[src/rtl/nvcopy_pkg.sv]
package nvcopy_pkg;
  // Strobes from the sequencer to the address/data path
  typedef struct packed {
    logic clearOffs;   // restart offset at zero
    logic takeBanks;   // capture bank selects
    logic takeData;    // sample source byte
    logic stepOffs;    // move to next offset
  } seqStrobe_t;

  localparam int PHASE_W = 2;  // four phases per location
endpackage

[src/rtl/nvcopy_ctrl.sv]
module nvcopy_ctrl
  import nvcopy_pkg::*;
(
  input  logic       clk,
  input  logic       rstN,
  input  logic       startBtn,
  input  logic       lastOffs,
  output seqStrobe_t strb,
  output logic       dstWeN,
  output logic       dstCsN,
  output logic       busy,
  output logic       done
);
  typedef enum logic [1:0] {ST_IDLE, ST_COPY, ST_FIN} seqState_t;

  localparam logic [PHASE_W-1:0] PH_LAST = '1;

  seqState_t         state;
  logic [PHASE_W-1:0] phase;
  logic [2:0]        syncQ;
  logic              startEdge;
  logic              launch;
  logic              copying;

  always_ff @(posedge clk or negedge rstN) begin
    if (!rstN) syncQ <= '0;
    else       syncQ <= {syncQ[1:0], startBtn};
  end

  assign startEdge = syncQ[1] & ~syncQ[2];
  assign copying   = (state == ST_COPY);
  assign launch    = startEdge && !copying;

  always_ff @(posedge clk or negedge rstN) begin
    if (!rstN) begin
      state <= ST_IDLE;
      phase <= '0;
    end else begin
      case (state)
        ST_COPY: begin
          phase <= phase + 1'b1;
          if (phase == PH_LAST && lastOffs) state <= ST_FIN;
        end
        default: begin
          phase <= '0;
          if (startEdge) state <= ST_COPY;
        end
      endcase
    end
  end

  always_comb begin
    strb.clearOffs = launch;
    strb.takeBanks = launch;
    strb.takeData  = copying && (phase == '0);
    strb.stepOffs  = copying && (phase == PH_LAST);
  end

  assign dstWeN = ~(copying && (phase == 2'd1 || phase == 2'd2));
  assign dstCsN = ~(copying && (phase != '0));
  assign busy   = copying;
  assign done   = (state == ST_FIN);


  fin_idle_chk: assert property (@(posedge clk) disable iff (!rstN)
    done |-> (dstWeN && dstCsN && !busy));


  we_in_cs_chk: assert property (@(posedge clk) disable iff (!rstN)
    $fell(dstWeN) |-> $fell(dstCsN));
endmodule

[src/rtl/nvcopy_path.sv]
module nvcopy_path
  import nvcopy_pkg::*;
#(
  parameter int BANK_W = 5,
  parameter int OFFS_W = 16,
  parameter int DATA_W = 8,
  localparam int ADDR_W = BANK_W + OFFS_W
) (
  input  logic              clk,
  input  logic              rstN,
  input  seqStrobe_t        strb,
  input  logic              busy,
  input  logic [BANK_W-1:0] srcBankSel,
  input  logic [BANK_W-1:0] dstBankSel,
  input  logic [DATA_W-1:0] rdData,
  output logic [ADDR_W-1:0] srcAddr,
  output logic [ADDR_W-1:0] dstAddr,
  output logic [DATA_W-1:0] wrData,
  output logic              lastOffs
);
  logic [BANK_W-1:0] srcBankQ, dstBankQ;
  logic [OFFS_W-1:0] offs;
  logic [DATA_W-1:0] dataQ;

  always_ff @(posedge clk or negedge rstN) begin
    if (!rstN) begin
      srcBankQ <= '0;
      dstBankQ <= '0;
    end else if (strb.takeBanks) begin
      srcBankQ <= srcBankSel;
      dstBankQ <= dstBankSel;
    end
  end

  always_ff @(posedge clk or negedge rstN) begin
    if (!rstN)              offs <= '0;
    else if (strb.clearOffs) offs <= '0;
    else if (strb.stepOffs)  offs <= offs + 1'b1;
  end

  always_ff @(posedge clk or negedge rstN) begin
    if (!rstN)             dataQ <= '0;
    else if (strb.takeData) dataQ <= rdData;
  end

  assign srcAddr  = {srcBankQ, offs};
  assign dstAddr  = {dstBankQ, offs};
  assign wrData   = dataQ;
  assign lastOffs = &offs;


  bank_hold_chk: assert property (@(posedge clk) disable iff (!rstN)
    (busy && $past(busy)) |-> ($stable(srcBankQ) && $stable(dstBankQ)));


  offs_step_chk: assert property (@(posedge clk) disable iff (!rstN)
    (busy && $past(busy) && !$stable(offs)) |-> (offs == $past(offs) + 1'b1));
endmodule

[src/rtl/nvcopy_top.sv]
module nvcopy_top
  import nvcopy_pkg::*;
#(
  parameter int BANK_W = 5,
  parameter int OFFS_W = 16,
  parameter int DATA_W = 8,
  localparam int ADDR_W = BANK_W + OFFS_W
) (
  input  logic              clk,
  input  logic              rstN,
  input  logic              startBtn,
  input  logic [BANK_W-1:0] srcBankSel,
  input  logic [BANK_W-1:0] dstBankSel,
  input  logic [DATA_W-1:0] rdData,
  output logic [ADDR_W-1:0] srcAddr,
  output logic              srcCsN,
  output logic              srcOeN,
  output logic              srcWeN,
  output logic [ADDR_W-1:0] dstAddr,
  output logic [DATA_W-1:0] wrData,
  output logic              dstCsN,
  output logic              dstWeN,
  output logic              busy,
  output logic              done
);
  seqStrobe_t strb;
  logic       lastOffs;

  nvcopy_ctrl i_ctrl (
    .clk(clk), .rstN(rstN), .startBtn(startBtn), .lastOffs(lastOffs),
    .strb(strb), .dstWeN(dstWeN), .dstCsN(dstCsN), .busy(busy), .done(done)
  );

  nvcopy_path #(.BANK_W(BANK_W), .OFFS_W(OFFS_W), .DATA_W(DATA_W)) i_path (
    .clk(clk), .rstN(rstN), .strb(strb), .busy(busy),
    .srcBankSel(srcBankSel), .dstBankSel(dstBankSel), .rdData(rdData),
    .srcAddr(srcAddr), .dstAddr(dstAddr), .wrData(wrData), .lastOffs(lastOffs)
  );

  // Source memory is read-only here
  assign srcCsN = 1'b0;
  assign srcOeN = 1'b0;
  assign srcWeN = 1'b1;


  src_tied_chk: assert property (@(posedge clk) disable iff (!rstN)
    (!srcCsN && !srcOeN && srcWeN));


  addr_at_rise_chk: assert property (@(posedge clk) disable iff (!rstN)
    $rose(dstWeN) |-> $stable(dstAddr));


  addr_at_fall_chk: assert property (@(posedge clk) disable iff (!rstN)
    $fell(dstWeN) |-> $stable(dstAddr));


  data_hold_chk: assert property (@(posedge clk) disable iff (!rstN)
    (!dstWeN && $past(!dstWeN)) |-> $stable(wrData));
endmodule

[config.mk]
export PLATFORM = sky130hd
export DESIGN_NAME = nvcopy_top
export DESIGN_NICKNAME = d
export VERILOG_FILES = /design/src/rtl/nvcopy_pkg.sv /design/src/rtl/nvcopy_ctrl.sv /design/src/rtl/nvcopy_path.sv /design/src/rtl/nvcopy_top.sv
export SDC_FILE = /design/constraint.sdc
export NUM_CORES = 1
export LEC_CHECK = 0
export BUFFER_PORTS_ARGS = -buffer_cell sky130_fd_sc_hd__buf_2
export CAP_MARGIN = 25
export CORE_AREA = 2 2 70 72
export DETAILED_ROUTE_END_ITERATION = 8
export DIE_AREA = 0 0 72 74
export PLACE_DENSITY_LB_ADDON = 0.2
export SLEW_MARGIN = 5
export SYNTH_ARGS = -nofsm -noshare
export SYNTH_HDL_FRONTEND = slang
export SYNTH_SLANG_ARGS = --single-unit
[constraint.sdc]
create_clock -name clk -period 1.7 [get_ports clk]
set_input_delay 0.34 -clock clk [delete_from_list [all_inputs] [get_ports clk]]
set_output_delay 0.34 -clock clk [all_outputs]
set_load 0.005 [all_outputs]
# After elaboration in Yosys (flattened, before gate mapping)
# Cells that the tools add are included.
totals:
  rom_bits: 0
  mem_count: 0
  regBits: 41
  mem_bits_rw: 0
  latch_bits: 0
  inputBits: 21
  wordCells: 39
op_classes:
  n_div: 0
  n_reduce_logical: 14
  mul: 0
  eq_ne: 6
  shift: 0
  n_lt_le_gt_ge: 0
  mux: 6
  n_bitwise: 4
  add_sub_neg: 2
ops:
  columns: ["operator", "n"]
  rows:
  - ["16-bit 2-to-1 mux", 2]
  - ["16-bit by 1-bit adder with 16-bit output, second input constant", 1]
  - ["16-bit AND reduction", 1]
  - ["2-bit 2-to-1 mux", 4]
  - ["2-bit equality test, second input constant", 3]
  - ["1-bit logical AND", 6]
  - ["2-bit nonzero test", 3]
  - ["2-bit by 1-bit equality test with 1-bit output, second input constant", 2]
  - ["1-bit NOT", 3]
  - ["2-bit by 1-bit adder with 2-bit output, second input constant", 1]
  - ["2-bit logical NOT", 1]
  - ["2-bit inequality test, second input constant", 1]
  - ["2-bit AND reduction", 1]
  - ["1-bit AND", 1]
  - ["1-bit logical NOT", 1]
  - ["1-bit logical OR", 1]

# Logic depth before layout (Yosys ltp)
depth:
  ltp_word: 4
  depth_mapped: 6

# Cells and area by module
# A second synthesis with hierarchy kept.
hier_totals:
  hier_cells: 172
  area_unflattened_um2: 1956.9
by_module_without_submodules:
  columns: ["module", "n_inst", "area_each_um2", "seq_area_each_um2", "cells_per_inst"]
  rows:
  - ["nvcopy_path", 1, 1614.0, 850.8, 140]
  - ["nvcopy_ctrl", 1, 312.8, 175.2, 27]
  - ["nvcopy_top", 1, 30.0, 0.0, 5]

# Worst setup path before layout
# No wires, ideal clock.
synth_path:
  path_kind: "reg2reg"
  from: "register i_ctrl.phase[0]"
  to: "register i_path.offs[11]"
  path_buffers: 1
  path_slack_ns: -0.141
  stages_incl_launch_ff: 7
  synth_period_minus_slack_ns: 1.841
  arrival_time_ns: 1.763
  required_time_ns: 1.622
  path_cell_list: "dfrtp_1 -> ha_1 -> nand3b_1 -> or4_1 -> buf_2 -> or3_1 -> a21oi_1"
synth_via:
  elab_chain_len: 3
synth_rtl:
  columns: ["item", "line_no", "rtl"]
  rows:
  - ["start, declared", "nvcopy_ctrl.sv:19", "logic [PHASE_W-1:0] phase;"]
  - ["start signal, assigned", "nvcopy_ctrl.sv:41", "phase <= phase + 1'b1;"]
  - ["2-bit equality test", "nvcopy_ctrl.sv:56", "strb.stepOffs = copying && (phase == PH_LAST);"]
  - ["1-bit logical AND", "nvcopy_ctrl.sv:56", null]
  - ["2-bit nonzero test (no source line)", null, null]
  - ["end signal, assigned", "nvcopy_path.sv:38", "else if (strb.stepOffs) offs <= offs + 1'b1;"]
  - ["end, declared", "nvcopy_path.sv:22", "logic [OFFS_W-1:0] offs;"]
# Every way passes these cells.
# A chain may end at the register's enable or synchronous reset.

# Final worst setup path
layout_path:
  from: "register i_ctrl.phase[0]"
  to: "register i_path.offs[13]"
# The elaborated chain is that of the path after synthesis.

==> impl_metrics.tcl <==
set metrics [dict create \
    setup_slack_ns 0.0906 \
    routed_wl_um 3960 \
    grt_busiest_layer "met2" \
    mostFrequentLayoutCells "74 x buf_2, 42 x nand2_1, 41 x dfrtp_1" \
    fmax_mhz 621 \
    numPortBuffers 74 \
    use_met3_pct 4.47 \
    seq_area_frac_synth_pct 53.9 \
    diodes 0 \
    outcome "complete, no violations" \
    io_pins 78 \
    drc_errors 0 \
    clockRootBuffer "clkbuf_8" \
    critPathBufInv 1 \
    yosysTopAreaCell "dfrtp_1" \
    dieArea_mm2 0.00533 \
    core_area_mm2 0.00460 \
    swShare_pct 30.3 \
    setup_viol_count_final 0 \
    grt_pass1_vias 1355 \
    r2r-start "i_ctrl.phase[0]" \
    clkTransAtPathRegs_ns 0.08 \
    ctsLongestPathBuffers 2 \
    power.internal_uw 1970 \
    grt_pass1_wl_um 6310 \
    critPathLaunch "i_ctrl.phase[0]" \
    combPwrFrac_pct 31.1 \
    cp_cell_sequence "ha_4, nand3b_1, or4_4, buf_6, o211ai_1, o31ai_1" \
    dp_hpwl_um 2890 \
    finalCriticalPeriod_ns 1.61 \
    endpoint_kind "flop" \
    rows 25 \
    rsz0062_at_grt "yes" \
    cp_slowest_cell "or4_4" \
    final_hold_viol_count 0 \
    syn_area_per_cell_um2 10.1 \
    cts_made_buffers 5 \
    path_class "flop to flop" \
    clkPwrFrac_pct 22.3 \
    die_h_um 74 \
    wl_per_cell_um 12.3 \
    fin_worst_skew_ns 0.00565 \
    vdd_ir_drop_max_mv 0.568 \
    gp_congestion 0.739 \
    place_ws_ns 0.0199 \
    numClockSinks 41 \
    p_seq_share_pct 46.7 \
    h-tree-depth 2 \
    grtUsageMet2_pct 23.7 \
    max_stage_delay_ns 0.45 \
    cp_top_family "simple AND/OR/NAND/NOR gates" \
    arrival_ns 1.79 \
    tritoncts "done" \
    start_util_pct 41.4 \
    use_met1_pct 21.3 \
    finalInstanceArea_mm2 0.00248 \
    antenna_found_initial 0 \
    clock_latency_ns 0.30 \
    yosys.cell_types.count 36 \
    nets 292 \
    die_w_um 72 \
    maxCapViolCount 0 \
    p_leak_uw 0.00134 \
    cp.required_ns 1.88 \
    fillers 429 \
    crit_fanout 5 \
    ys_top_cells_by_area "dfrtp_1 54%, nand2_1 8.3%, buf_4 7.5%" \
    vias 1511 \
    viasPerCell 4.68 \
    ys.flop_type "dfrtp_1" \
    synth_cells 188 \
    period_share_pct 94.7 \
    yosysTopAreaCellShare_pct 53.9 \
    grt-ovfl-total 0 \
    p_per_area_mw_per_mm2 1140 \
    ys_seq_elements 41 \
    syn_area_mm2 0.00190 \
    grt_max_degree 27 \
    final_common_cell "buf_2" \
    drive_gt1_share_pct 43.9 \
    track_usage_pct 15.7 \
    min_path_type "primary input to flop" \
    synth_edf_count 0 \
    async_reset_ff_share_pct 100 \
    drt_iter0_markers 29 \
    p_sw_uw 853 \
    antenna_left 0 \
    placed_area_mm2 0.00234 \
    hp-start "startBtn" \
    slew_viol_final 0 \
    syn_to_final_growth_pct 30.7 \
    start_kind "flop" \
    yosys_warnings 0 \
    firstDrtPassIters 4 \
]
-- area by class of cell --
class	instances	area, um2	area share (%)
Inverter	6	25.0	1.01
Clock inverter	3	17.5	0.705
Clock buffer	5	68.8	2.77
Sequential cell	41	1030	41.3
Timing Repair Buffer	95	547	22.0
Multi-Input combinational cell	119	733	29.5
Tap cell	54	67.6	2.72
-- synth_stat cells (all sizes together), types with 4 or more instances --
master,number
mux2,8
nand2,42
nand2b,4
nor2,12
dfrtp,41
buf,20
a21oi,4
inv,6
o21ai,6
xnor2,4
nand4,4
-- timing repair --
item | in CTS | in global routing
hold buffers | 1 | 0
endpoints found under the setup margin | 1 | 11
resized for setup | 1 | 6
endpoints found under the hold margin | 15 | 0
buffers inserted | 0 | 2
pin swaps | 0 | 3
-- cell families (layout without fill, tap and decap cells) --
logic type               Yosys count  count (layout)  share of synthesized area, %
other                              2               3                         0.395
AND/OR/NAND/NOR                   79              79                          19.5
AO/OA/AOI/OAI                     17              17                          5.53
buffers and inverters             29             109                          9.54
XOR/XNOR                           6               6                          2.76
adder cells (fa/ha/maj)            3               3                          1.97
flip-flops                        41              41                          53.9
multiplexers                      11              11                          6.32
-- power by group through the flow --
stage / sequential [uW] / combinational (uW) / clock, uW
after floorplan: 1370 / 415 / 0
after global placement: 1320 / 849 / 0
after detailed placement: 1330 / 866 / 0
after CTS: 1310 / 864 / 655
after global routing: 1350 / 986 / 698
final: 1320 / 876 / 628
-- registers in the layout (all words and copies together), names as in the netlist --
signal and cells:
i_ctrl.phase 2, i_path.wrData 8, i_ctrl.syncQ 3, i_path.offs 16, i_path.dstBankQ 5, i_ctrl.state 2, i_path.srcBankQ 5
-- worst paths after layout --
path / slack [ns] / depth (start not counted) / endpoint
setup / recovery: 0.09 / 6 / i_path.offs[13]
hold / removal: 0.16 / 1 / i_ctrl.syncQ[0]
setup reg to reg: 0.09 / 6 / i_path.offs[13]
hold reg to reg: 0.36 / 0 / i_ctrl.syncQ[1]
max in group asynchronous: 0.72 / 3 / i_path.dstBankQ[4]
min in group asynchronous: 0.50 / 2 / i_path.offs[2]
-- layer usage --
layer | routed length (um) | vias up | share of wire (%)
met3 | 241 | 7 | 6.1
met1 | 1820 | 693 | 46
met4 | 77 | 0 | 1.9
li1 | - | 760 | -
met2 | 1820 | 51 | 46
met5 | 0 | - | 0
-- worst reg2reg max path, cell delays in order (launching register included) --
cell and delay [ns]:
dfrtp_1 0.40, ha_4 0.17, nand3b_1 0.09, or4_4 0.45, buf_6 0.15, o211ai_1 0.15, o31ai_1 0.10
-- metrics by stage --
step	total power [uW]	setup TNS, ns	cells	hold slack (ns)	util (%)
finish	2820	0	323	0.159	54.0
detailed placement	2190	0	312	0.298	50.9
global route	3030	-0.00680	323	0.139	54.0
CTS	2830	0	321	0.149	53.0
floorplan	1790	-0.00377	189	0.0444	-
global placement	2170	0	312	0.292	50.9
Note: power is estimated with default switching activity, not from simulation.
